--- src/rtl/hwlock_pkg.sv ---
package hwlock_pkg;
    localparam int ADDR_W     = 12;
    localparam int DATA_W     = 32;
    localparam int IDX_MAX_W  = 8;
    localparam logic [ADDR_W-1:0] STATUS_ADDR = 12'h014;
    localparam int CNT_LSB    = 24;

    typedef struct packed {
        logic                 valid;
        logic                 write;
        logic [ADDR_W-1:0]    addr;
        logic [DATA_W-1:0]    wdata;
    } bus_req_t;

    typedef struct packed {
        logic                 rd_lock;
        logic                 wr_lock;
        logic                 rd_status;
        logic                 is_write;
        logic [IDX_MAX_W-1:0] idx;
        logic [DATA_W-1:0]    wdata;
    } dec_t;

    function automatic logic [DATA_W-1:0] status_word(input int num_locks);
        logic [DATA_W-1:0] w;
        w = '0;
        w[CNT_LSB +: 4] = 4'(num_locks / 32);
        return w;
    endfunction
endpackage

--- src/rtl/hwlock_decode.sv ---
module hwlock_decode
    import hwlock_pkg::*;
#(
    parameter int NUM_LOCKS = 64
) (
    input  bus_req_t req,
    output dec_t     dec
);
    localparam logic [IDX_MAX_W:0] LIMIT = (IDX_MAX_W+1)'(NUM_LOCKS);

    logic [IDX_MAX_W-1:0] field;
    logic                 in_lock_page;
    logic                 lock_hit;
    logic                 status_hit;

    always_comb begin
        field        = req.addr[2 +: IDX_MAX_W];
        in_lock_page = (req.addr[ADDR_W-1 -: 2] == 2'b10);
        lock_hit     = req.valid && in_lock_page && ({1'b0, field} < LIMIT);
        status_hit   = req.valid && (req.addr[ADDR_W-1:2] == STATUS_ADDR[ADDR_W-1:2]);

        dec.rd_lock   = lock_hit && !req.write;
        dec.wr_lock   = lock_hit && req.write;
        dec.rd_status = status_hit && !req.write;
        dec.is_write  = req.valid && req.write;
        dec.idx       = field;
        dec.wdata     = req.wdata;
    end
endmodule

--- src/rtl/hwlock_array.sv ---
module hwlock_array
    import hwlock_pkg::*;
#(
    parameter int NUM_LOCKS = 64,
    parameter int NUM_PORTS = 2
) (
    input  logic                 clk,
    input  logic                 rst,
    input  dec_t                 dec   [NUM_PORTS],
    output logic [NUM_PORTS-1:0] rd_bit
);
    localparam int IDX_W = $clog2(NUM_LOCKS);

    logic [NUM_LOCKS-1:0] lock_q;
    logic [NUM_LOCKS-1:0] lock_d;
    logic [NUM_LOCKS-1:0] rel_mask;
    logic [NUM_LOCKS-1:0] acq_mask;
    logic [NUM_PORTS-1:0] grant;

    // Releases first, then reads in ascending port order.
    always_comb begin
        logic [NUM_LOCKS-1:0] cur;
        rel_mask = '0;
        for (int p = 0; p < NUM_PORTS; p++) begin
            if (dec[p].wr_lock && (dec[p].wdata == '0))
                rel_mask[dec[p].idx[IDX_W-1:0]] = 1'b1;
        end
        cur      = lock_q & ~rel_mask;
        acq_mask = '0;
        grant    = '0;
        rd_bit   = '0;
        for (int p = 0; p < NUM_PORTS; p++) begin
            if (dec[p].rd_lock) begin
                rd_bit[p] = cur[dec[p].idx[IDX_W-1:0]];
                if (!cur[dec[p].idx[IDX_W-1:0]]) begin
                    grant[p] = 1'b1;
                    acq_mask[dec[p].idx[IDX_W-1:0]] = 1'b1;
                end
                cur[dec[p].idx[IDX_W-1:0]] = 1'b1;
            end
        end
        lock_d = cur;
    end

    always_ff @(posedge clk) begin
        if (rst) lock_q <= '0;
        else     lock_q <= lock_d;
    end

    // every lock is free right after reset
    a_r1_reset_free: assert property (@(posedge clk)
        $past(rst) && !rst |-> lock_q == '0);

    // a taken lock stays taken unless a zero write released it
    a_r3_hold_taken: assert property (@(posedge clk) disable iff (rst)
        1'b1 |=> (($past(lock_q & ~rel_mask) & ~lock_q) == '0));

    // a lock only becomes taken through a granted read
    a_r9_no_spurious_set: assert property (@(posedge clk) disable iff (rst)
        1'b1 |=> ((lock_q & ~$past(lock_q) & ~$past(acq_mask)) == '0));

    // no two ports are granted the same lock in one cycle
    generate
        for (genvar a = 0; a < NUM_PORTS; a++) begin : g_pa
            for (genvar b = a + 1; b < NUM_PORTS; b++) begin : g_pb
                a_r4_mutex: assert property (@(posedge clk) disable iff (rst)
                    (dec[a].rd_lock && dec[b].rd_lock && dec[a].idx == dec[b].idx)
                    |-> !(grant[a] && grant[b]));
            end
        end
    endgenerate
endmodule

--- src/rtl/hwlock_bank.sv ---
module hwlock_bank
    import hwlock_pkg::*;
#(
    parameter int NUM_LOCKS = 64,
    parameter int NUM_PORTS = 2
) (
    input  logic                        clk,
    input  logic                        rst,
    input  logic [NUM_PORTS-1:0]        req_valid,
    input  logic [NUM_PORTS-1:0]        req_write,
    input  logic [NUM_PORTS*ADDR_W-1:0] req_addr,
    input  logic [NUM_PORTS*DATA_W-1:0] req_wdata,
    output logic [NUM_PORTS-1:0]        resp_valid,
    output logic [NUM_PORTS*DATA_W-1:0] resp_rdata
);
    localparam logic [DATA_W-1:0] STATUS_VAL = status_word(NUM_LOCKS);

    bus_req_t             req [NUM_PORTS];
    dec_t                 dec [NUM_PORTS];
    logic [NUM_PORTS-1:0] rd_bit;

    generate
        for (genvar p = 0; p < NUM_PORTS; p++) begin : g_port
            logic [DATA_W-1:0] rdata_d;

            always_comb begin
                req[p].valid = req_valid[p];
                req[p].write = req_write[p];
                req[p].addr  = req_addr[p*ADDR_W +: ADDR_W];
                req[p].wdata = req_wdata[p*DATA_W +: DATA_W];
            end

            hwlock_decode #(.NUM_LOCKS(NUM_LOCKS)) u_dec (
                .req (req[p]),
                .dec (dec[p])
            );

            always_comb begin
                rdata_d = '0;
                if (dec[p].rd_status)    rdata_d = STATUS_VAL;
                else if (dec[p].rd_lock) rdata_d = {{(DATA_W-1){1'b0}}, rd_bit[p]};
            end

            always_ff @(posedge clk) begin
                if (rst) begin
                    resp_valid[p]                    <= 1'b0;
                    resp_rdata[p*DATA_W +: DATA_W]   <= '0;
                end else begin
                    resp_valid[p]                    <= req_valid[p];
                    resp_rdata[p*DATA_W +: DATA_W]   <= rdata_d;
                end
            end

            // one response per request, one cycle later
            a_r8_resp_follows: assert property (@(posedge clk) disable iff (rst)
                req_valid[p] |=> resp_valid[p]);
            a_r8_no_stray_resp: assert property (@(posedge clk) disable iff (rst)
                !req_valid[p] |=> !resp_valid[p]);
            // write responses carry zero data
            a_r8_write_zero: assert property (@(posedge clk) disable iff (rst)
                (req_valid[p] && req_write[p]) |=> resp_rdata[p*DATA_W +: DATA_W] == '0);
            // status read returns the size code
            a_r6_status: assert property (@(posedge clk) disable iff (rst)
                (req_valid[p] && !req_write[p] &&
                 req_addr[p*ADDR_W+2 +: ADDR_W-2] == STATUS_ADDR[ADDR_W-1:2])
                |=> resp_rdata[p*DATA_W +: DATA_W] == STATUS_VAL);
            // the upper page is unmapped
            a_r7_unmapped_zero: assert property (@(posedge clk) disable iff (rst)
                (req_valid[p] && !req_write[p] &&
                 req_addr[p*ADDR_W+ADDR_W-2 +: 2] == 2'b11)
                |=> resp_rdata[p*DATA_W +: DATA_W] == '0);
        end
    endgenerate

    hwlock_array #(.NUM_LOCKS(NUM_LOCKS), .NUM_PORTS(NUM_PORTS)) u_array (
        .clk    (clk),
        .rst    (rst),
        .dec    (dec),
        .rd_bit (rd_bit)
    );
endmodule

--- config.mk ---
export PLATFORM = sky130hd
export DESIGN_NAME = hwlock_bank
export DESIGN_NICKNAME = d
export VERILOG_FILES = /design/src/rtl/hwlock_pkg.sv /design/src/rtl/hwlock_decode.sv /design/src/rtl/hwlock_array.sv /design/src/rtl/hwlock_bank.sv
export SDC_FILE = /design/constraint.sdc
export NUM_CORES = 1
export LEC_CHECK = 0
export BUFFER_PORTS_ARGS = -buffer_cell sky130_fd_sc_hd__buf_2
export CAP_MARGIN = 20
export CELL_PAD_IN_SITES_DETAIL_PLACEMENT = 1
export CELL_PAD_IN_SITES_GLOBAL_PLACEMENT = 2
export CORE_MARGIN = 1.5
export CORE_UTILIZATION = 24
export CTS_CLUSTER_DIAMETER = 60
export DETAILED_ROUTE_END_ITERATION = 8
export GPL_ROUTABILITY_DRIVEN = 0
export PLACE_DENSITY = 0.81
export REMOVE_ABC_BUFFERS = 1
export SYNTH_ARGS = -nofsm -noshare
export SYNTH_HDL_FRONTEND = slang
export SYNTH_SLANG_ARGS = --single-unit
--- constraint.sdc ---
create_clock -name clk -period 3 [get_ports clk]
set_clock_uncertainty 0.15 [all_clocks]
set_input_delay 0.45 -clock clk [delete_from_list [all_inputs] [get_ports clk]]
set_output_delay 0.45 -clock clk [all_outputs]
set_load 0.005 [all_outputs]
==> metrics <==
Root Buffer clkbuf_16; CP required 3.05 ns; Longest Clk Path Bufs 2; Post-synth EDFFs 0; Internal 1710 uW; Post-Route M1 WL 13000 um; mean post-synth cell area 6.95 um^2; kind of critical path primary input to register; # nets final 1189; Post-synth ARST share 0; Setup TNS -0.251 ns; Top Metal Used met4; clk_lat worst skew 0.36 ns; relative slew slack 0.442; IO Pins 160; FMAX 320 MHz; Pre-antenna DRT Iters 7; Cell Pwr Density 292 nW/um^2; Mapped Cells 843; Global Route Usage Sum 0.252; synthesis-stage register bit count 70; DRC 0; worst r2r src u_array.lock_q[1]; Main synth FF type dfxtp_1; Vias 8391; DP Cell Count 1399; final setup violation count 2; Worst-Margin Slew 0.837 ns; post-synthesis sequential area ratio 0.239; slowest stage delay, CP 0.53 ns; worst setup path start req_wdata[40]; P_leak 0.00323 uW; status finished, violations left; Comb power frac 0.176; Place WS -0.545 ns; via density per instance 5.91; final core utilization 0.354; Worst EP arrival 3.17 ns; MaxCap Viol Count 0; Sink Count 70; port bufs 95; first-pass GRT wire length 48900 um; effective utilization at floorplan 0.247; Slowest-stage cell, CP or4_4; number of global-route vias before repair 8169; Final Max Tran Viols 0; Synth cell types 72; Final Critical Period 3.13 ns; fraction of layout cells with a size suffix above 1 0.338; initial antenna violation count 0; met3 wire len 3830 um; CTS tree yes; row count 56; fin worst setup slack -0.126 ns; CORE AREA 23700 um^2; origin of the worst min-delay path rst; Synth Cell Area 5860 um^2; final hold vios 0; dpl hpwl 24300 um; Worst setup EP type register; RSZ-0062 raised after global routing yes; Die X 159 um; Yosys Warn Count 0; crit path cell chain buf_6 > or4_4 > nor4_4 > buf_4 > buf_6 > buf_12 > nand3_4 > o31a_1 > buf_4 > a21oi_1 > a211oi_1 > a2111oi_2 > a311oi_1; GR Overflow Total 0; Clk network pwr share 0.443; total wire length 33600 um; Hold Crit Class primary input to register; CP Max Fanout 5; startpoint types primary input; # H-tree levels 3; die height 159 um; Post-CTS Hold Buffers 0; crit share post-route 1.04; Worst VDD drop 245 uV; Num CTS Buffers 9; final std cells w/o fill 1419; Sequential Power Share 0.381; met2 WL post-DR 14700 um; Total Die Area 25300 um^2; violated checks negative setup slack; clock-pin slew on the worst setup and hold paths 0.06 ns; largest net degree at the start of global routing 68; Sw Pwr 733 uW; remaining antenna violation count 0; Net Sw Frac 0.299; area grow syn2layout 43.1%; DRT iter0 DRCs 932; Avg WL per Cell 23.7 um
-- state kept, by name, summed over array words and instances (netlist names) --
name / flops
u_array.lock_q: 64
resp_valid: 2
resp_rdata: 4
-- worst max-delay path, delay by kind of cell --
family | cells | cell delay, ns
and+or+nand+nor | 3 | 0.90
buffers and inverters | 5 | 0.64
AOI/OAI and AO/OA | 5 | 1.18
-- power by group through the flow --
stage	combinational, uW	clock [uW]	sequential (uW)
6_report	431	1080	932
4_1_cts	408	1080	932
3_3_place_gp	396	0	953
2_1_floorplan	126	0	953
5_1_grt	444	1120	932
3_5_place_dp	402	0	953
-- layout make-up --
class	instances	area (um^2)
Fill cell	3025	15300
Clock inverter	2	35.0
Timing Repair Buffer	314	2210
Multi-Input combinational cell	695	4070
Tap cell	319	399
Inverter	5	18.8
Sequential cell	70	1400
Antenna cell	2	5.00
Clock buffer	12	236
-- logic make-up (layout without fill, tap and decap cells) --
family          Yosys count  count (layout)  share of synthesized area
compound gates          359             359                      0.382
xor+xnor                  2               2                    0.00299
buf+inv                 137             333                      0.127
flops                    70              70                      0.239
other cells               1              62                   0.000640
simple gates            274             274                      0.248
-- per-layer routing --
| metal | track usage | up-vias |
|---|---|---|
| met2 | 0.386 | 587 |
| met5 | 0 | - |
| met1 | 0.312 | 4033 |
| li1 | - | 3622 |
| met3 | 0.0727 | 149 |
| met4 | 0.155 | 0 |
-- final timing paths --
kind                   endpoint  slack [ns]  cells past startpoint
min reg2reg  u_array.lock_q[37]        0.47                      2
min               resp_valid[1]        0.18                      2
max               resp_rdata[0]       -0.13                     13
max reg2reg       resp_rdata[0]        1.06                      6
-- synthesized netlist by cell type (all sizes together), types with 17 or more instances --
cell | instances | area, um^2
nand3 | 37 | 190
buf | 69 | 488
nor2 | 51 | 199
a31oi | 20 | 125
nor4 | 17 | 128
a21oi | 111 | 556
nand2 | 65 | 244
nor3 | 25 | 130
o211ai | 21 | 158
dfxtp | 70 | 1400
o22ai | 75 | 469
o21ai | 55 | 275
clkbuf | 63 | 238
-- what timing repair did --
action / in CTS / in global routing
gates cloned: 0 / 0
setup endpoints to repair: 2 / 2
buffers inserted: 3 / 1
pin swaps: 10 / 11
resized for setup: 20 / 26
-- per-stage QoR --
stage | hold slack, ns | area (um^2) | total power [uW]
4_1_cts | 0.204 | 8270 | 2420
3_3_place_gp | 0.420 | 7910 | 1350
6_report | 0.182 | 8380 | 2450
5_1_grt | 0.197 | 8370 | 2500
3_5_place_dp | 0.447 | 7910 | 1360
2_1_floorplan | 0.372 | 5350 | 1080
-- cell usage in the layout, fill, tap and decap left out, types with 4 or more instances in the layout --
cell / instances
buf_6: 5
nand2_1: 65
nor3_1: 21
inv_1: 5
nand3b_1: 6
or4_1: 4
nand4_1: 12
nor2b_1: 6
clkbuf_16: 9
buf_4: 212
nor2_2: 7
and3b_1: 5
o21ai_2: 6
dfxtp_1: 70
o211ai_1: 21
a31oi_1: 20
nor3_2: 4
a32oi_1: 6
buf_12: 5
o22ai_1: 75
o21ai_1: 14
a311oi_1: 5
o21ai_0: 35
and3_1: 7
or3_1: 4
nor2_1: 43
buf_2: 92
nand3_1: 36
a22oi_1: 13
a21oi_1: 111
nor4_1: 13
a211oi_1: 6
conb_1: 60
and2_1: 7
o31ai_1: 4
or2_2: 7
nand2b_1: 10
No activity file was read; power rests on OpenSTA's default activity.
